$ cat src/rtl/clkmask_pkg.sv
package clkmask_pkg;
  localparam int unsigned FIELD_W = 2;
  localparam logic [FIELD_W-1:0] FIELD_OFF = '1;
endpackage

$ cat src/rtl/cm_sync.sv
module cm_sync #(
  parameter int unsigned W      = 3,
  parameter int unsigned STAGES = 2
) (
  input  logic         clk,
  input  logic         rst_n,
  input  logic [W-1:0] d,
  output logic [W-1:0] q
);
  logic [W-1:0] st [STAGES];

  always_ff @(posedge clk or negedge rst_n) begin
    if (!rst_n) st[0] <= '0;
    else        st[0] <= d;
  end

  for (genvar k = 1; k < STAGES; k++) begin : g_stage
    always_ff @(posedge clk or negedge rst_n) begin
      if (!rst_n) st[k] <= '0;
      else        st[k] <= st[k-1];
    end
  end

  assign q = st[STAGES-1];
endmodule

$ cat src/rtl/cm_shifter.sv
module cm_shifter #(
  parameter int unsigned MASK_W = 16
) (
  input  logic              clk,
  input  logic              rst_n,
  input  logic              shift_pulse,
  input  logic              din,
  output logic [MASK_W-1:0] shift_q
);
  always_ff @(posedge clk or negedge rst_n) begin
    if (!rst_n)           shift_q <= '0;
    else if (shift_pulse) shift_q <= {din, shift_q[MASK_W-1:1]};
  end

  // new bit enters at the top, older bits move one place toward bit 0
  assert_shift_order_R2: assert property (@(posedge clk) disable iff (!rst_n)
    shift_pulse |=> (shift_q[MASK_W-1] == $past(din)) &&
                    (shift_q[MASK_W-2:0] == $past(shift_q[MASK_W-1:1])));

  assert_shift_hold_R2: assert property (@(posedge clk) disable iff (!rst_n)
    !shift_pulse |=> $stable(shift_q));
endmodule

$ cat src/rtl/cm_ctrl_reg.sv
module cm_ctrl_reg #(
  parameter int unsigned MASK_W = 16
) (
  input  logic              clk,
  input  logic              rst_n,
  input  logic              load_pulse,
  input  logic [MASK_W-1:0] load_val,
  input  logic              cfg_we,
  input  logic [MASK_W-1:0] cfg_wdata,
  output logic [MASK_W-1:0] ctrl_q
);
  always_ff @(posedge clk or negedge rst_n) begin
    if (!rst_n)          ctrl_q <= '0;
    else if (cfg_we)     ctrl_q <= cfg_wdata;
    else if (load_pulse) ctrl_q <= load_val;
  end

  assert_cfg_write_R6: assert property (@(posedge clk) disable iff (!rst_n)
    cfg_we |=> ctrl_q == $past(cfg_wdata));

  assert_serial_load_R3: assert property (@(posedge clk) disable iff (!rst_n)
    (load_pulse && !cfg_we) |=> ctrl_q == $past(load_val));

  assert_ctrl_hold_R5: assert property (@(posedge clk) disable iff (!rst_n)
    (!load_pulse && !cfg_we) |=> $stable(ctrl_q));
endmodule

$ cat src/rtl/cm_decode.sv
module cm_decode #(
  parameter int unsigned NUM_CLK = 8
) (
  input  logic [2*NUM_CLK-1:0] ctrl,
  output logic [NUM_CLK-1:0]   clk_en
);
  import clkmask_pkg::*;

  for (genvar i = 0; i < NUM_CLK; i++) begin : g_field
    assign clk_en[i] = (ctrl[FIELD_W*i +: FIELD_W] != FIELD_OFF);
  end
endmodule

$ cat src/rtl/clkmask_loader.sv
module clkmask_loader #(
  parameter int unsigned MASK_W      = 16,
  parameter int unsigned SYNC_STAGES = 2,
  localparam int unsigned NUM_CLK    = MASK_W / 2
) (
  input  logic              clk,
  input  logic              rst_n,
  input  logic              sec_rst_n,
  input  logic              gpio_sclk,
  input  logic              gpio_sel,
  input  logic              mask_in,
  input  logic              cfg_we,
  input  logic [MASK_W-1:0] cfg_wdata,
  output logic [MASK_W-1:0] cfg_rdata,
  output logic [NUM_CLK-1:0] clk_en
);
  logic [2:0]        pins_s;
  logic              sclk_s, sel_s, din_s, sclk_d;
  logic              rise, window, shift_pulse, load_pulse;
  logic [MASK_W-1:0] shift_q, ctrl_q;

  cm_sync #(.W(3), .STAGES(SYNC_STAGES)) u_sync (
    .clk(clk), .rst_n(rst_n),
    .d({gpio_sclk, gpio_sel, mask_in}), .q(pins_s));

  assign {sclk_s, sel_s, din_s} = pins_s;

  always_ff @(posedge clk or negedge rst_n) begin
    if (!rst_n) sclk_d <= 1'b0;
    else        sclk_d <= sclk_s;
  end

  assign rise        = sclk_s & ~sclk_d;
  assign window      = ~sec_rst_n;
  assign shift_pulse = rise & sel_s & window;
  assign load_pulse  = rise & ~sel_s & window;

  cm_shifter #(.MASK_W(MASK_W)) u_shift (
    .clk(clk), .rst_n(rst_n), .shift_pulse(shift_pulse),
    .din(din_s), .shift_q(shift_q));

  cm_ctrl_reg #(.MASK_W(MASK_W)) u_ctrl (
    .clk(clk), .rst_n(rst_n), .load_pulse(load_pulse), .load_val(shift_q),
    .cfg_we(cfg_we), .cfg_wdata(cfg_wdata), .ctrl_q(ctrl_q));

  cm_decode #(.NUM_CLK(NUM_CLK)) u_dec (.ctrl(ctrl_q), .clk_en(clk_en));

  assign cfg_rdata = ctrl_q;

  assert_no_serial_after_release_R5: assert property (@(posedge clk) disable iff (!rst_n)
    (sec_rst_n && !cfg_we) |=> $stable(cfg_rdata) && $stable(clk_en));

  assert_one_action_per_edge_R2: assert property (@(posedge clk) disable iff (!rst_n)
    $countones({shift_pulse, load_pulse}) <= 1);

  for (genvar i = 0; i < NUM_CLK; i++) begin : g_chk
    assert_off_needs_both_bits_R4: assert property (@(posedge clk) disable iff (!rst_n)
      !clk_en[i] |-> cfg_rdata[2*i +: 2] == 2'b11);
  end
endmodule

$ cat config.mk
export PLATFORM = sky130hd
export DESIGN_NAME = clkmask_loader
export DESIGN_NICKNAME = d
export VERILOG_FILES = /design/src/rtl/clkmask_pkg.sv /design/src/rtl/cm_sync.sv /design/src/rtl/cm_shifter.sv /design/src/rtl/cm_ctrl_reg.sv /design/src/rtl/cm_decode.sv /design/src/rtl/clkmask_loader.sv
export SDC_FILE = /design/constraint.sdc
export NUM_CORES = 1
export LEC_CHECK = 0
export ABC_CLOCK_PERIOD_IN_PS = 1700
export BUFFER_PORTS_ARGS = -buffer_cell sky130_fd_sc_hd__clkbuf_2
export CORE_ASPECT_RATIO = 0.6
export CORE_MARGIN = 3
export CORE_UTILIZATION = 50
export DETAILED_ROUTE_END_ITERATION = 8
export PLACE_DENSITY = 0.87
export SYNTH_ARGS = -nofsm -noshare
export SYNTH_HDL_FRONTEND = slang
export SYNTH_SLANG_ARGS = --single-unit
$ cat constraint.sdc
create_clock -name clk -period 1.7 [get_ports clk]
set_input_delay 0.425 -clock clk [delete_from_list [all_inputs] [get_ports clk]]
set_output_delay 0.425 -clock clk [all_outputs]
set_load 0.01 [all_outputs]
* After elaboration in Yosys (flattened, before gate mapping)
Index checks and enable logic that the tools add are counted.
** Word-level totals
- ROM bits :: 0
- Output and inout port bits :: 24
- Flip-flop bits (word level) :: 39
- Bits in latches :: 0
- Input bits :: 23
- Word-level logic and storage cells :: 24
- Memories kept :: 0
- Memory bits (writable) :: 0
** Cells by class
- Equal/unequal tests :: 8
- Reduce and logical (&&, ||, !) cells :: 1
- Div/mod/pow operators :: 0
- Add/subtract/negate cells :: 0
- Multiplexer cells :: 2
- Shift-type cells :: 0
- $mul :: 0
- Bitwise gates (word level) :: 8
- Order comparisons :: 0
** Operators by type and width (count)
- $mux 16 :: 2
- $ne 2x2->1 const B :: 8
- $and 1x1->1 :: 5
- $not 1->1 :: 3
- $reduce_bool 2->1 :: 1

* Depth between registers and ports, before layout
Gate-level depths: netlist of run 1.
- Word-level depth :: 6
- Mapped depth :: 5
- Depth with buffers taken out :: 3

* Cells and area by module
From an unflattened synthesis of run 1, not the netlist that was laid out.
** Unflattened totals
- Cell total of the unflattened synthesis :: 123
- Area, all modules :: 1649.1 um2
** By module, submodules not included
- cm_ctrl_reg :: area each 744.5 um2, instances 1, sequential area each 400.4 um2, cells an instance 69
- cm_shifter :: area each 649.4 um2, instances 1, sequential area each 400.4 um2, cells an instance 34
- cm_sync :: area each 172.7 um2, instances 1, sequential area each 150.1 um2, cells an instance 9
- clkmask_loader :: area each 52.6 um2, instances 1, sequential area each 25.0 um2, cells an instance 3
- cm_decode :: area each 30.0 um2, instances 1, sequential area each 0.0 um2, cells an instance 8

* Worst setup path after synthesis of run 1
No wires, ideal clock.
- Path type :: input to register
- Start point :: input port sec_rst_n
- End point :: register u_shift.shift_q[0]
- Library setup time :: 0.125 ns
- Cell stages on the path :: 3
- Arrival :: 1.340 ns
- Path slack :: 0.236 ns
- Required time :: 1.575 ns
- Buffers on the path :: 1
- Cells stage by stage :: nor3_2 buf_6 mux2_2
** Between the ends
- Longest elaborated chain between the ends :: 2
** RTL lines
- start, declared :: line clkmask_loader.sv:8 : input logic sec_rst_n,
- $not 1->1 :: line clkmask_loader.sv:34 : assign window = ~sec_rst_n;
- $and 1x1->1 :: line clkmask_loader.sv:35 : assign shift_pulse = rise & sel_s & window;
- end signal, assigned :: line cm_shifter.sv:12 : else if (shift_pulse) shift_q <= {din, shift_q[MASK_W-1:1]};
- end, declared :: line cm_shifter.sv:8 : output logic [MASK_W-1:0] shift_q
Every way passes these cells.
A chain may end at the register's enable or synchronous reset.

* Worst setup path in the final report of run 1
- Start point :: register sclk_d
- End point :: register u_ctrl.ctrl_q[2]
** Between the ends
- Longest elaborated chain between the ends :: 5
** RTL lines
- start, declared :: line clkmask_loader.sv:18 : logic sclk_s, sel_s, din_s, sclk_d;
- start signal, assigned :: line clkmask_loader.sv:30 : else sclk_d <= sclk_s;
- $not 1->1 :: line clkmask_loader.sv:33 : assign rise = sclk_s & ~sclk_d;
- $and 1x1->1 :: line clkmask_loader.sv:33
- $and 1x1->1 (2 in series) :: line clkmask_loader.sv:36 : assign load_pulse = rise & ~sel_s & window;
- $reduce_bool 2->1 (no source line)
- end signal, assigned :: line cm_ctrl_reg.sv:14 : else if (cfg_we) ctrl_q <= cfg_wdata;
- end signal, assigned :: line cm_ctrl_reg.sv:15 : else if (load_pulse) ctrl_q <= load_val;
- end, declared :: line cm_ctrl_reg.sv:10 : output logic [MASK_W-1:0] ctrl_q
Every way passes these cells.

==> results_dict.tcl, run 1 <==
set metrics [dict create \
    status "finished clean" \
    clockRootBuffer "clkbuf_8" \
    dp_hpwl_mm 2.20 \
    fillers 194 \
    synth_most_common_cell "dfrtp_1" \
    seqPwrFrac_pct 51.2 \
    max_freq_mhz 679 \
    synthSimpleGateAreaFrac_pct 11.3 \
    startpoint_type "flop" \
    place.gp.congestion 0.719 \
    drive_gt1_share_pct 52.9 \
    port_buffers 46 \
    htreeDepth 2 \
    synthFlopType "dfrtp_1" \
    grt.total_usage_pct 17.3 \
    grt_pass1_wl_mm 5.08 \
    synth.top_cell.area_share_pct 63.3 \
    numCtsBuffers 5 \
    async_flop_share_pct 100 \
    setup_slack_ns 0.228 \
    die_y_um 49.0 \
    switching_share_pct 23.3 \
    cts_tree "yes" \
    grt_pass1_vias 1047 \
    clock_skew_ns 0.00932 \
    syn_inst 105 \
    finalMaxSlewViolations 0 \
    clock_path_buffers 2 \
    dr.pass1.iters 4 \
    overflow 0 \
    area_delta_synth_final_pct 25.1 \
    yosysTopAreaCell "dfrtp_1" \
    synth_top_family_by_area "multiplexers" \
    num_antenna_cells 0 \
    drc 0 \
    clk-insertion-delay-late_ns 0.29 \
    postCtsSetupBuffers 0 \
    synth_mux_area_share_pct 11.7 \
    tightest_slew_ns 0.654 \
    cap_violations 0 \
    rsz0062_at_grt "no" \
    post_cts_resized 0 \
    finalSetupTns_ns 0 \
    relSlewSlack_pct 56.3 \
    p_switching_w 0.000492 \
    synth-seq-cells 39 \
    met2_length_mm 1.43 \
    grt_max_degree 40 \
    ys_seq_area_share_pct 63.3 \
    min_period_ns 1.47 \
    wl_met3_um 220 \
    worst_ep_required_time_ns 1.87 \
    p_int_w 0.00162 \
    clkSinkCount 39 \
    final_nets 179 \
    combPwrFrac_pct 11.6 \
    die-area_um2 3810 \
    post_drt_wl_per_cell_um 15.3 \
    dp.cells 189 \
    hold_viol 0 \
    die_x_um 77.7 \
    path_clk_slew_ns 0.08 \
    cpPeakStageDelay_ns 0.43 \
    cp_slowest_cell "a221o_2" \
    finalCritPeriodShare_pct 86.6 \
    dpl_worst_slack_ns 0.0635 \
    synth-adder-area-share_pct 0 \
    num_io_pins 47 \
    cp_cell_sequence "nor4b_2, nor2_2, a221o_2" \
    hold_buffers 0 \
    syn_nets 128 \
    num_rows 14 \
    hp-class "in2async" \
    crit_fanout 16 \
    peakVddDrop_mv 0.788 \
    syn_area_per_cell_um2 14.7 \
    cpLargestDelayFamily "simple AND/OR/NAND/NOR gates" \
    power_density_nw_per_um2 1090 \
    vias 1041 \
    synth_compound_area_share_pct 10.9 \
    syn-cell-area_um2 1540 \
    grt_antenna_before_repair 0 \
    top_layer "met4" \
    avgViaCountPerCell 5.28 \
    synth.area.top_cells "dfrtp_1, mux2_2, a221o_1" \
    crit_type "reg2reg" \
    ant_nets 0 \
    total_leakage_power_nw 0.964 \
    path_buf_inv 0 \
    ys_warn_count 0 \
    drt_iter0_drc 45 \
    cp-end-kind "flop" \
    synth_xor_area_share_pct 0 \
    synth_cell_types 13 \
    setup_viol_count_final 0 \
    worstPathArrival_ns 1.65 \
    core_um2 2720 \
    pwr-share-clk_pct 37.1 \
    initial_core_util_pct 56.8 \
    fin_cells 197 \
    post-route-util_pct 71.1 \
    wl_met1_mm 1.35 \
    synth_common_cells "dfrtp_1, and2_1, mux2_2, a221o_1, nand2_1" \
    totalPowerFinal_w 0.00211 \
    wirelength_mm 3.02 \
    synth_edf_count 0 \
]
## flip-flops by register name, summed over array words and instances (netlist names)
register and cells:
sclk_d 1, u_ctrl.ctrl_q 16, u_shift.shift_q 16, u_sync.q 3, u_sync.st 3
## cells by family (layout without fill, tap and decap cells)
kind of cell | after synthesis | count (layout)
buffers and inverters | 5 | 57
and+or+nand+nor | 29 | 29
muxes | 16 | 16
AOI/OAI and AO/OA | 16 | 16
DFF | 39 | 39
## worst paths after layout
kind                            slack [ns]  cells past startpoint              startpoint                              to
worst max-delay path                  0.23                      3        sclk_d$_DFF_PN0_    u_ctrl.ctrl_q[2]$_DFFE_PN0P_
worst min-delay path                  0.17                      2                   rst_n  u_shift.shift_q[5]$_DFFE_PN0P_
worst max register to register        0.23                      3        sclk_d$_DFF_PN0_    u_ctrl.ctrl_q[2]$_DFFE_PN0P_
worst min register to register        0.35                      0  u_sync.st[3]$_DFF_PN0_           u_sync.q[0]$_DFF_PN0_
max in group asynchronous             1.20                      2                   rst_n           u_sync.q[2]$_DFF_PN0_
min in group clk                      0.24                      1                 mask_in          u_sync.st[3]$_DFF_PN0_
## cells in the final DEF, fill, tap and decap left out
cell type | Yosys | layout
a221o_1 | 10 | 10
nor4b_2 | 1 | 1
buf_4 | 1 | 2
and2_1 | 16 | 16
clkbuf_2 | 0 | 46
bufinv_16 | 0 | 1
nor3_2 | 1 | 1
and2b_2 | 1 | 1
clkbuf_8 | 0 | 6
clkinv_2 | 0 | 1
mux2_2 | 16 | 16
nor2_2 | 1 | 1
nand2_1 | 9 | 9
a221o_2 | 6 | 6
buf_12 | 0 | 1
dfrtp_1 | 39 | 39
## power groups by stage
stage | Combinational, W | Clock (W) | Sequential [W]
6_report | 0.000246 | 0.000785 | 0.00108
5_1_grt | 0.000270 | 0.000852 | 0.00110
4_1_cts | 0.000251 | 0.000794 | 0.00108
3_5_place_dp | 0.000249 | 0 | 0.00110
3_3_place_gp | 0.000240 | 0 | 0.00109
2_1_floorplan | 0.000122 | 0 | 0.00110
## final cells by class
type	instances	area (µm²)	share of cell area, %
Sequential cell	39	976	50.6
Timing Repair Buffer	49	265	13.7
Tap cell	40	50.0	2.59
Clock buffer	6	82.6	4.28
Clock inverter	2	35.0	1.81
Multi-Input combinational cell	61	522	27.0
## worst reg2reg max path, cell delays in order, from the launching register on
cell and delay [ns]:
dfrtp_1 0.40, nor4b_2 0.33, nor2_2 0.21, a221o_2 0.43
## metal layers
metal	vias to the layer above	global-route usage, %
met2	39	27.8
met5	-	0
li1	489	-
met3	3	6.83
met1	510	21.7
met4	0	5.03
## metrics by stage
| step | cell area, µm² | hold slack, ns |
|---|---|---|
| 3_5_place_dp | 1810 | 0.342 |
| 2_1_floorplan | 1540 | 0.129 |
| 3_3_place_gp | 1810 | 0.333 |
| 6_report | 1930 | 0.174 |
| 5_1_grt | 1930 | 0.210 |
| 4_1_cts | 1930 | 0.189 |
Power figures use the tool's default switching activity.
==> inputs of run 2 (changes only) <==
--- a/config.mk
+++ b/config.mk
@@ -12,6 +12,8 @@
 export CORE_UTILIZATION = 50
 export DETAILED_ROUTE_END_ITERATION = 8
 export PLACE_DENSITY = 0.87
+export REMOVE_ABC_BUFFERS = 1
+export SLEW_MARGIN = 10
 export SYNTH_ARGS = -nofsm -noshare
 export SYNTH_HDL_FRONTEND = slang
 export SYNTH_SLANG_ARGS = --single-unit
==> run 2 against run 1 <==
Sequential power is essentially flat. Final area shrank 1.9%. Register-to-register slack lost 0.05 ns. Count of clock-buffer cells in the layout grew 1. Critical path type unchanged. Highest routed layer unchanged.
==> results_dict.tcl, run 2 (same netlist as run 1, synthesis figures left out) <==
set metrics [dict create \
    max_freq_mhz 659 \
    rsz0062_at_grt "no" \
    design_area_um2 1890 \
    grt_pass1_wl_mm 5.15 \
    hold_viol 0 \
    drt_iter0_drc 59 \
    num_io_pins 47 \
    peakVddDrop_mv 0.506 \
    dpl_worst_slack_ns 0.0453 \
    core_um2 2720 \
    setup_viol_count_final 0 \
    power_density_nw_per_um2 1010 \
    cp_cell_sequence "nor4b_2, nor2_2, a221o_2" \
    num_antenna_cells 0 \
    crit_fanout 16 \
    post_drt_wl_per_cell_um 15.3 \
    final_nets 179 \
    top_regs "u_ctrl.ctrl_q x16, u_shift.shift_q x16" \
    setup_slack_ns 0.182 \
    die_x_um 77.7 \
    cap_violations 0 \
    min_period_ns 1.52 \
    hp-class "in2async" \
    grt_antenna_before_repair 0 \
    port_buffers 46 \
    startpoint_type "flop" \
    dp_hpwl_mm 2.14 \
    ant_nets 0 \
    clock_skew_ns 0.00326 \
    status "finished clean" \
    clock_path_buffers 2 \
    postCtsSetupBuffers 0 \
    clockRootBuffer "clkbuf_8" \
    num_rows 14 \
    grt_max_degree 40 \
    cp_slowest_cell "a221o_2" \
    cpPeakStageDelay_ns 0.43 \
    tightest_slew_ns 0.680 \
    numCtsBuffers 5 \
    cp-end-kind "flop" \
    place.gp.congestion 0.739 \
    avgViaCountPerCell 5.14 \
    finalSetupTns_ns 0 \
    cts_tree "yes" \
    worst_ep_required_time_ns 1.87 \
    hold_buffers 0 \
    rrSetupSlack_ns 0.18 \
    drc 0 \
    cpLargestDelayFamily "simple AND/OR/NAND/NOR gates" \
    initial_core_util_pct 56.8 \
    die-area_um2 3810 \
    area_delta_synth_final_pct 22.8 \
    path_depth 3 \
    finalCritPeriodShare_pct 89.3 \
    relSlewSlack_pct 54.6 \
    worstPathArrival_ns 1.69 \
    totalPowerFinal_w 0.00191 \
    htreeDepth 2 \
    vias 1012 \
    crit_type "reg2reg" \
    path_buf_inv 0 \
    drive_gt1_share_pct 51.6 \
    grt.total_usage_pct 18.0 \
    wirelength_mm 3.02 \
    total_leakage_power_nw 0.945 \
    r2r.worst_path.cells 3 \
    crit_start "sclk_d$_DFF_PN0_" \
    placed_area_um2 1810 \
    path_clk_slew_ns 0.07 \
    final_common_cell "clkbuf_2" \
    mostFrequentLayoutCells "clkbuf_2, dfrtp_1, mux2_2, and2_1, a221o_1" \
    clkSinkCount 39 \
    post_cts_resized 0 \
    clk-insertion-delay-late_ns 0.29 \
    finalMaxSlewViolations 0 \
    die_y_um 49.0 \
    dr.pass1.iters 4 \
    overflow 0 \
    grt_pass1_vias 1025 \
    hold_ws_ns 0.184 \
    r2r_start "sclk_d$_DFF_PN0_" \
]
==> run 2: cell count changes in the layout (fill, tap and decap cells not counted) <==
cell,before,now
clkbuf_8,6,5
clkbuf_1,0,2
bufinv_16,1,0
==> run 2: report_power, final <==
| group | switching, W | internal [W] | total, W | leakage, nW |
|---|---|---|---|---|
| clock network | 0.000300 | 0.000288 | 0.000587 | 0.0422 |
| logic | 0.000111 | 0.000132 | 0.000243 | 0.408 |
| registers | 0.0000648 | 0.00101 | 0.00108 | 0.495 |
| total | 0.000476 | 0.00143 | 0.00191 | 0.945 |
==> run 2: through the flow <==
step	util, %	instances
after floorplan	-	100
after global placement	66.8	189
after detailed placement	66.8	189
after CTS	69.8	197
after global routing	69.8	197
final	69.8	197
==> run 2: area by class of cell <==
class / instances / area [µm²]
flip-flops and latches: 39 / 976
fillers: 181 / 821
multi-input cells: 61 / 522
repair buffers: 49 / 265
clock buffers: 7 / 76.3
well taps: 40 / 50.0
clock inverters: 1 / 5.00
==> run 2: worst paths after layout <==
check / to
max in group asynchronous: u_shift.shift_q[8]$_DFFE_PN0P_
worst max register to register: u_ctrl.ctrl_q[1]$_DFFE_PN0P_
worst max-delay path: u_ctrl.ctrl_q[1]$_DFFE_PN0P_
worst min-delay path: u_ctrl.ctrl_q[3]$_DFFE_PN0P_
min in group clk: u_sync.st[3]$_DFF_PN0_
worst min register to register: u_sync.q[2]$_DFF_PN0_
==> run 2: layer usage <==
| layer | global-route usage (%) | share of wire, % | vias to the layer above |
|---|---|---|---|
| li1 | - | - | 487 |
| met2 | 23.9 | 42 | 44 |
| met5 | 0 | 0 | - |
| met1 | 25.8 | 49 | 476 |
| met4 | 9.76 | 1.4 | 0 |
| met3 | 5.90 | 7.8 | 5 |
==> run 2: worst reg2reg max path, delay by kind of cell (launching register included) <==
kind | cells | cell delay (ns)
compound gates | 1 | 0.43
flops | 1 | 0.41
simple gates | 2 | 0.55
==> inputs of run 3 (changes only) <==
--- a/config.mk
+++ b/config.mk
@@ -10,10 +10,12 @@
 export CORE_ASPECT_RATIO = 0.6
 export CORE_MARGIN = 3
 export CORE_UTILIZATION = 50
+export CTS_CLUSTER_DIAMETER = 80
 export DETAILED_ROUTE_END_ITERATION = 8
-export PLACE_DENSITY = 0.87
+export PLACE_DENSITY = 0.78
 export REMOVE_ABC_BUFFERS = 1
 export SLEW_MARGIN = 10
 export SYNTH_ARGS = -nofsm -noshare
 export SYNTH_HDL_FRONTEND = slang
 export SYNTH_SLANG_ARGS = --single-unit
+export TNS_END_PERCENT = 50
==> run 3 against run 2 <==
First-iteration DRC count shrank 27%. Critical path depth did not move. Largest power group unchanged. Utilization is the same. Setup slack improved by 0.012 ns.
==> results_dict.tcl, run 3 (same netlist as run 1, synthesis figures left out) <==
set metrics [dict create \
    numCtsBuffers 5 \
    num_io_pins 47 \
    die_x_um 77.7 \
    cap_violations 0 \
    post_drt_wl_per_cell_um 15.4 \
    placed_area_um2 1810 \
    relSlewSlack_pct 54.4 \
    rr_endpoint "u_ctrl.ctrl_q[15]$_DFFE_PN0P_" \
    clockRootBuffer "clkbuf_8" \
    worstPathArrival_ns 1.67 \
    num_antenna_cells 0 \
    crit_fanout 16 \
    post-route-util_pct 69.8 \
    grt.total_usage_pct 17.8 \
    finalCritPeriodShare_pct 88.6 \
    crit_start "sclk_d$_DFF_PN0_" \
    avgViaCountPerCell 5.16 \
    vias 1017 \
    final_nets 179 \
    top_regs "u_ctrl.ctrl_q x16, u_shift.shift_q x16" \
    htreeDepth 2 \
    hold_buffers 0 \
    hold_ws_ns 0.0903 \
    place.gp.congestion 0.758 \
    die-area_um2 3810 \
    dr.pass1.iters 4 \
    grt_pass1_wl_mm 5.09 \
    finalMaxSlewViolations 0 \
    core_um2 2720 \
    grt_max_degree 22 \
    hp-class "in2async" \
    crit_type "reg2reg" \
    power_density_nw_per_um2 1010 \
    die_y_um 49.0 \
    max_freq_mhz 664 \
    multiInputGateArea_um2 522 \
    clock_path_buffers 2 \
    clk-insertion-delay-late_ns 0.29 \
    mostFrequentLayoutCells "clkbuf_2, dfrtp_1, mux2_2, and2_1, a221o_1" \
    cp-end-kind "flop" \
    r2r.worst_path.cells 3 \
    overflow 0 \
    path_clk_slew_ns 0.07 \
    port_buffers 46 \
    clkSinkCount 39 \
    hold_viol 0 \
    total_leakage_power_nw 0.947 \
    dp.cells 189 \
    setup_viol_count_final 0 \
    cts_tree "yes" \
    status "finished clean" \
    tightest_slew_ns 0.684 \
    num_rows 14 \
    fin_cells 197 \
    r2r_start "sclk_d$_DFF_PN0_" \
    worst_ep_required_time_ns 1.87 \
    design_area_um2 1890 \
    initial_core_util_pct 56.8 \
    fillers 193 \
    wirelength_mm 3.04 \
    seq_area_um2 976 \
    startpoint_type "flop" \
    post_cts_resized 0 \
    drt_iter0_drc 43 \
    area_delta_synth_final_pct 22.8 \
    rrSetupSlack_ns 0.19 \
    final_common_cell "clkbuf_2" \
    min_period_ns 1.51 \
    clock_skew_ns 0.00569 \
    postCtsSetupBuffers 0 \
    rsz0062_at_grt "no" \
    grt_antenna_before_repair 0 \
    grt_pass1_vias 1025 \
    peakVddDrop_mv 0.612 \
    drc 0 \
    critPathCapture "u_ctrl.ctrl_q[15]$_DFFE_PN0P_" \
    dp_hpwl_mm 2.23 \
    finalSetupTns_ns 0 \
    drive_gt1_share_pct 51.6 \
    ant_nets 0 \
]
-- run 3: cell counts in the layout (fill, tap and decap cells not counted) --
Identical to the previous run, type by type.
-- run 3: worst min path at each step --
| stage | start | end | slack [ns] | cells past startpoint |
|---|---|---|---|---|
| 6_report | rst_n | u_shift.shift_q[10]$_DFFE_PN0P_ | 0.09 | 1 |
| 5_1_grt | rst_n | u_shift.shift_q[10]$_DFFE_PN0P_ | 0.14 | 1 |
| 4_1_cts | rst_n | u_ctrl.ctrl_q[9]$_DFFE_PN0P_ | 0.11 | 1 |
| 3_5_place_dp | u_sync.st[4]$_DFF_PN0_ | u_sync.q[1]$_DFF_PN0_ | 0.34 | 0 |
| 3_3_place_gp | u_sync.st[4]$_DFF_PN0_ | u_sync.q[1]$_DFF_PN0_ | 0.34 | 0 |
| 2_1_floorplan | rst_n | sclk_d$_DFF_PN0_ | 0.13 | 0 |
-- run 3: per-layer routing --
layer	vias to the layer above	track usage [%]	part of all wire, %
met1	484	24.1	47
met5	-	0	0
met2	43	26.1	43
li1	485	-	-
met3	5	7.93	8.3
met4	0	4.44	0.96
-- run 3: layout make-up --
cell class	count	area share, %
Clock buffer	7	4.03
Clock inverter	1	0.264
Multi-Input combinational cell	61	27.5
Sequential cell	39	51.5
Tap cell	40	2.64
Timing Repair Buffer	49	14.0
-- run 3: worst max-delay path, stage by stage, from the launching register on --
cell and delay, ns:
dfrtp_1 0.41, nor4b_2 0.33, nor2_2 0.21, a221o_2 0.43
-- run 3: stage by stage --
step                power, W  worst slack [ns]
finish               0.00192             0.194
global route         0.00201             0.109
CTS                  0.00193             0.169
detailed placement   0.00135            0.0341
global placement     0.00134             0.118
floorplan            0.00121            0.0456
-- run 3: power by group --
group	switching (W)	total, W	leakage, nW	internal [W]
sequential	0.0000690	0.00108	0.495	0.00101
clock	0.000298	0.000585	0.0422	0.000288
combinational	0.000112	0.000246	0.410	0.000134
total	0.000479	0.00192	0.947	0.00144
